## src/rtl/occ_window_pkg.sv

```systemverilog
package occ_window_pkg;

  // Windowed operator applied to the operand
  typedef enum logic [1:0] {
    OCC_ONCE   = 2'd0,
    OCC_ALWAYS = 2'd1,
    OCC_NEVER  = 2'd2,
    OCC_COUNT  = 2'd3
  } occ_op_e;

  // How one operand hit is shared among open evaluations
  typedef enum logic {
    TRK_OVERLAP = 1'b0,
    TRK_PIPE    = 1'b1
  } occ_track_e;

  // Strobes from control to the slot line, one per age slot
  typedef struct packed {
    logic credit;  // count one hit for this evaluation
    logic close;   // evaluation finished early, do not age it further
  } slot_strobe_t;

endpackage

```

## src/rtl/occ_slot_line.sv

```systemverilog
// Age-ordered line of open evaluations. Slot i holds the evaluation launched
// i+1 cycles ago together with its saturating hit counter.
module occ_slot_line
  import occ_window_pkg::*;
#(
  parameter int SLOTS  = 3,
  parameter int TARGET = 1,
  localparam int CW    = $clog2(TARGET + 1)
) (
  input  logic                       clk,
  input  logic                       rstN,
  input  logic                       startI,
  input  slot_strobe_t [SLOTS-1:0]   strbI,
  output logic [SLOTS-1:0]           validO,
  output logic [SLOTS-1:0][CW-1:0]   cntO,
  output logic                       endLiveO,
  output logic [CW-1:0]              endCntO
);

  localparam logic [CW-1:0] CNT_SAT = CW'(TARGET);

  logic [SLOTS-1:0][CW-1:0] bumped;

  // Hit counter after this cycle's credit, saturating at the target
  always_comb begin
    for (int i = 0; i < SLOTS; i++) begin
      if (strbI[i].credit && (cntO[i] != CNT_SAT)) begin
        bumped[i] = cntO[i] + CW'(1);
      end else begin
        bumped[i] = cntO[i];
      end
    end
  end

  // State of the oldest slot as it leaves the line
  assign endLiveO = validO[SLOTS-1] & ~strbI[SLOTS-1].close;
  assign endCntO  = bumped[SLOTS-1];

  generate
    for (genvar i = 0; i < SLOTS; i++) begin : g_stage
      if (i == 0) begin : g_head
        always_ff @(posedge clk or negedge rstN) begin
          if (!rstN) begin
            validO[0] <= 1'b0;
            cntO[0]   <= '0;
          end else begin
            validO[0] <= startI;
            cntO[0]   <= '0;
          end
        end
      end else begin : g_body
        always_ff @(posedge clk or negedge rstN) begin
          if (!rstN) begin
            validO[i] <= 1'b0;
            cntO[i]   <= '0;
          end else begin
            validO[i] <= validO[i-1] & ~strbI[i-1].close;
            cntO[i]   <= bumped[i-1];
          end
        end
      end
    end
  endgenerate

endmodule

```

## src/rtl/occ_window_ctrl.sv

```systemverilog
// Window decode, hit arbitration and verdict registers.
module occ_window_ctrl
  import occ_window_pkg::*;
#(
  parameter int         SLOTS       = 3,
  parameter int         WIN_START   = 1,
  parameter int         TARGET      = 1,
  parameter occ_op_e    OP          = OCC_ONCE,
  parameter occ_track_e TRACK       = TRK_OVERLAP,
  parameter bit         FIRST_MATCH = 1'b0,
  localparam int        CW          = $clog2(TARGET + 1)
) (
  input  logic                       clk,
  input  logic                       rstN,
  input  logic                       operandI,
  input  logic [SLOTS-1:0]           validI,
  input  logic [SLOTS-1:0][CW-1:0]   cntI,
  input  logic                       endLiveI,
  input  logic [CW-1:0]              endCntI,
  output slot_strobe_t [SLOTS-1:0]   strbO,
  output logic                       matchO,
  output logic                       failO
);

  localparam bit COUNTING = (OP == OCC_ONCE) || (OP == OCC_COUNT);

  // Slots whose age lies inside the window (age of slot i is i+1)
  function automatic logic [SLOTS-1:0] calcWinMask();
    logic [SLOTS-1:0] m;
    for (int i = 0; i < SLOTS; i++) begin
      m[i] = ((i + 1) >= WIN_START);
    end
    return m;
  endfunction

  localparam logic [SLOTS-1:0] WIN_MASK = calcWinMask();

  logic [SLOTS-1:0] live;
  logic [SLOTS-1:0] need;
  logic [SLOTS-1:0] reach;
  logic             taken;
  logic             badSample;
  logic             matchNext;
  logic             failNext;

  assign live = validI & WIN_MASK;

  generate
    for (genvar i = 0; i < SLOTS; i++) begin : g_need
      assign need[i] = live[i] && (int'(cntI[i]) < TARGET);
    end
  endgenerate

  assign badSample = (OP == OCC_NEVER) ? operandI : ~operandI;

  always_comb begin
    taken     = 1'b0;
    matchNext = 1'b0;
    failNext  = 1'b0;
    reach     = '0;
    // Oldest slot first so that pipe tracking credits the oldest need
    for (int i = SLOTS - 1; i >= 0; i--) begin
      strbO[i].credit = 1'b0;
      strbO[i].close  = 1'b0;
      if (COUNTING) begin
        if (operandI) begin
          if (TRACK == TRK_OVERLAP) begin
            strbO[i].credit = live[i];
          end else if (need[i] && !taken) begin
            strbO[i].credit = 1'b1;
            taken           = 1'b1;
          end
        end
        reach[i]       = strbO[i].credit && ((int'(cntI[i]) + 1) >= TARGET);
        strbO[i].close = FIRST_MATCH && reach[i];
        matchNext      = matchNext | reach[i];
      end else begin
        strbO[i].close = live[i] && badSample;
        failNext       = failNext | strbO[i].close;
      end
    end
    if (COUNTING) begin
      failNext = validI[SLOTS-1] && (int'(endCntI) < TARGET);
    end else begin
      matchNext = endLiveI;
    end
  end

  always_ff @(posedge clk or negedge rstN) begin
    if (!rstN) begin
      matchO <= 1'b0;
      failO  <= 1'b0;
    end else begin
      matchO <= matchNext;
      failO  <= failNext;
    end
  end

endmodule

```

## src/rtl/occ_window_monitor.sv

```systemverilog
// Windowed occurrence monitor: thin top over slot line and control.
module occ_window_monitor
  import occ_window_pkg::*;
#(
  parameter occ_op_e    OP          = OCC_ONCE,
  parameter int         WIN_START   = 1,
  parameter int         WIN_END     = 3,
  parameter int         HIT_COUNT   = 2,
  parameter bit         FIRST_MATCH = 1'b0,
  parameter occ_track_e TRACK       = TRK_OVERLAP
) (
  input  logic clk,
  input  logic rstN,
  input  logic startI,
  input  logic operandI,
  output logic matchO,
  output logic failO
);

  localparam int SLOTS  = WIN_END;
  localparam int TARGET = (OP == OCC_COUNT) ? HIT_COUNT : 1;
  localparam int CW     = $clog2(TARGET + 1);

  logic [SLOTS-1:0]          validV;
  logic [SLOTS-1:0][CW-1:0]  cntV;
  logic                      endLive;
  logic [CW-1:0]             endCnt;
  slot_strobe_t [SLOTS-1:0]  strb;

  occ_slot_line #(
    .SLOTS (SLOTS),
    .TARGET(TARGET)
  ) u_line (
    .clk     (clk),
    .rstN    (rstN),
    .startI  (startI),
    .strbI   (strb),
    .validO  (validV),
    .cntO    (cntV),
    .endLiveO(endLive),
    .endCntO (endCnt)
  );

  occ_window_ctrl #(
    .SLOTS      (SLOTS),
    .WIN_START  (WIN_START),
    .TARGET     (TARGET),
    .OP         (OP),
    .TRACK      (TRACK),
    .FIRST_MATCH(FIRST_MATCH)
  ) u_ctrl (
    .clk     (clk),
    .rstN    (rstN),
    .operandI(operandI),
    .validI  (validV),
    .cntI    (cntV),
    .endLiveI(endLive),
    .endCntI (endCnt),
    .strbO   (strb),
    .matchO  (matchO),
    .failO   (failO)
  );

endmodule

```

## config.mk

```make
export PLATFORM = sky130hd
export DESIGN_NAME = occ_window_monitor
export DESIGN_NICKNAME = d
export VERILOG_FILES = /design/src/rtl/occ_window_pkg.sv /design/src/rtl/occ_slot_line.sv /design/src/rtl/occ_window_ctrl.sv /design/src/rtl/occ_window_monitor.sv
export SDC_FILE = /design/constraint.sdc
export NUM_CORES = 1
export LEC_CHECK = 0
export ABC_CLOCK_PERIOD_IN_PS = 2200
export BUFFER_PORTS_ARGS = -buffer_cell sky130_fd_sc_hd__buf_2
export CORE_AREA = 2 2 39 41
export CTS_CLUSTER_DIAMETER = 60
export CTS_CLUSTER_SIZE = 30
export DETAILED_ROUTE_END_ITERATION = 7
export DIE_AREA = 0 0 41 43
export GPL_TIMING_DRIVEN = 1
export SLEW_MARGIN = 20
export SYNTH_ARGS = -nofsm -noshare
export SYNTH_HDL_FRONTEND = slang
export SYNTH_SLANG_ARGS = --single-unit
```

## constraint.sdc

```tcl
create_clock -name clk -period 2.2 [get_ports clk]
set_input_delay 0.33 -clock clk [delete_from_list [all_inputs] [get_ports clk]]
set_output_delay 0.33 -clock clk [all_outputs]
set_load 0.1 [all_outputs]
```

==> results.sh <==
export IMPL_status="completed"
export IMPL_leakagePower_nw=0.139
export IMPL_power_frac_comb_pct=10.1
export IMPL_ctsHtreeMaxLevel=1
export IMPL_synth_cell_types=5
export IMPL_fp_row_count=14
export IMPL_timing_final_setup_violations=0
export IMPL_diodes=0
export IMPL_psw_mw=0.0666
export IMPL_wire_length_reported_by_the_detailed_router_um=311
export IMPL_grt_antenna_before_repair=0
export IMPL_fin_skew_ns=0.000904
export IMPL_detail_route_vias_per_cell=3.30
export IMPL_crit_path_time_final_ns=1.30
export IMPL_layoutNonFillerInstCount=37
export IMPL_drc=0
export IMPL_dieArea_um2=1760
export IMPL_power_per_cell_area_nw_per_um2=973
export IMPL_synthesis_nets=15
export IMPL_grt_met3_usage_pct=3.14
export IMPL_cts_reportedPaths_clkPinSlew_ns=0.05
export IMPL_switching_share_pct=23.9
export IMPL_critPathCaptureType="output pin"
export IMPL_hold_class="in2reg"
export IMPL_intPower_mw=0.212
export IMPL_clkLatencyLatePin_ns=0.24
export IMPL_pwr_share_seq_pct=49.9
export IMPL_drt_initial_drc_count=2
export IMPL_global_routing_usage_summed_across_all_routing_layers_pct=4.97
export IMPL_slew_headroom_pct=67.5
export IMPL_grt_pass1_vias=152
export IMPL_die_h_um=43
export IMPL_yosys_warnings=0
export IMPL_routed_wire_length_per_instance_um=8.41
export IMPL_tritoncts="done"
export IMPL_grt_overflow_total=0
export IMPL_fraction_of_met1_tracks_used_by_global_routing_pct=5.67
export IMPL_detail_route_first_pass_iterations=2
export IMPL_m2_gr_usage_pct=6.25
export IMPL_timing_critical_path_max_delay_family="buffers and inverters"
export IMPL_crit_buf_inv=1
export IMPL_timing_final_max_slew_violations=0
export IMPL_setup_total_negative_slack_ns=0
export IMPL_peakVddDrop_mv=0.289
export IMPL_worst_setup_path_type="reg2out"
export IMPL_critical_path_max_stage_delay_ns=0.42
export IMPL_syn_inst=11
export IMPL_core_area_um2=1380
export IMPL_horizontal_extent_of_the_die_um=41
export IMPL_crit_required_ns=1.87
export IMPL_layout_drive_gt1_share_pct=38.1
export IMPL_clockRootBuffer="sky130_fd_sc_hd__clkbuf_4"
export IMPL_fraction_of_the_cycle_the_final_worst_path_needs_pct=59.3
export IMPL_avgSynthCellArea_um2=18.7
export IMPL_grt_busiest_layer="met2"
export IMPL_grt_max_degree=8
export IMPL_ordered_cell_list_for_the_critical_path="buf_2"
export IMPL_postSynthRegisterBits=7
export IMPL_cts_max_path_buffers=2
export IMPL_worst_slew_pin_transition_ns=0.491
export IMPL_ant_nets=0
export IMPL_placed_area_um2=250
export IMPL_pwr_share_clk_pct=40.0
export IMPL_cts_sinks=7
export IMPL_cap_violations=0
export IMPL_post_cts_buffers=0
export IMPL_crit_fanout=1
export IMPL_ys_seq_area_share_pct=85.4
export IMPL_hold_viol_final=0
export IMPL_critical_path_arrival_ns=0.97
export IMPL_cts_buffers_inserted=3
export IMPL_rsz0062_at_grt="no"
export IMPL_post_route_cell_area_um2=287
export IMPL_numPortBuffers=5
export IMPL_critPathSlowestCell="sky130_fd_sc_hd__buf_2"
export IMPL_synth_area_um2=205
export IMPL_final_fill_count=149
export IMPL_area_delta_synth_final_pct=39.6
export IMPL_vias=122
export IMPL_fmax_mhz=767
export IMPL_initial_core_utilization_pct=14.8
export IMPL_crit_path_start_kind="flop"
export IMPL_dpl_cell_count=32
export IMPL_ioPinCount=6
export IMPL_gpl_final_weighted_congestion=0.665
export IMPL_nets=26
export IMPL_grt_pass1_wl_um=565
==> cell usage after synthesis, drive strengths merged <==
| library cell | number | share of area [%] |
|---|---|---|
| and2 | 1 | 3.1 |
| o31a | 1 | 4.3 |
| nor3b | 1 | 3.7 |
| a21o | 1 | 3.7 |
| dfrtp | 7 | 85 |
==> power by group through the flow <==
stage	Combinational [mW]	Clock [mW]	Sequential, mW
after global routing	0.0299	0.126	0.140
final	0.0282	0.112	0.139
after global placement	0.0261	0	0.141
after detailed placement	0.0270	0	0.141
after floorplan	0.00333	0	0.156
after CTS	0.0286	0.118	0.139
==> layout by cell type (no fill, tap or decap) <==
cell / count
sky130_fd_sc_hd__dfrtp_1: 7
sky130_fd_sc_hd__buf_2: 5
sky130_fd_sc_hd__clkbuf_4: 3
sky130_fd_sc_hd__and2_1: 1
sky130_fd_sc_hd__o31a_1: 1
sky130_fd_sc_hd__nor3b_1: 1
sky130_fd_sc_hd__a21o_1: 1
sky130_fd_sc_hd__clkbuf_1: 1
sky130_fd_sc_hd__dlygate4sd3_1: 1
==> cell families after synthesis <==
logic type / share of synthesized area (%)
AOI/OAI and AO/OA: 7.93
DFF: 85.4
and+or+nand+nor: 6.71
==> worst paths after layout <==
kind / startpoint / end / slack [ns] / cells past startpoint
max reg2reg: u_line.validO[1]$_DFF_PN0_ / u_ctrl.matchO$_DFF_PN0_ / 1.42 / 1
min reg2reg: u_line.cntO[2]$_DFF_PN0_ / u_ctrl.failO$_DFF_PN0_ / 0.40 / 1
max in group asynchronous: rstN / u_line.validO[0]$_DFF_PN0_ / 1.60 / 2
min: startI / u_line.validO[0]$_DFF_PN0_ / 0.19 / 1
min in group asynchronous: rstN / u_ctrl.matchO$_DFF_PN0_ / 0.45 / 2
max: u_ctrl.failO$_DFF_PN0_ / failO / 0.90 / 1
==> stage by stage <==
stage,setup WS (ns),utilization (%),hold WS (ns),power (mW)
6_report,0.896,20.7,0.191,0.279
5_1_grt,0.851,20.7,0.178,0.296
4_1_cts,0.881,20.7,0.181,0.286
3_5_place_dp,1.15,18.1,0.169,0.168
3_3_place_gp,1.15,18.1,0.156,0.167
2_1_floorplan,0.987,-,0.0344,0.159
==> routing by layer <==
metal	share of wire, %	wire [um]
met5	0	0
met2	43	133
met3	11	34
met1	46	143
met4	0	0
==> layout make-up <==
type                            instances  area [um2]  area share [%]
Clock buffer                            4        26.3            9.17
Multi-Input combinational cell          4        30.0            10.5
Sequential cell                         7         175            61.1
Tap cell                               16        20.0            6.99
Timing Repair Buffer                    6        35.0            12.2
==> sequential cells by signal (all words and copies together), names as in the netlist <==
register and flops:
u_ctrl.matchO 1, u_line.cntO 2, u_line.validO 3, u_ctrl.failO 1
==> repair_timing <==
action                    in CTS  in global routing
hold buffers                   1                  0
resized for setup              0                  0
hold endpoints to repair       7                  0
Note: power is estimated with default switching activity, not from simulation.
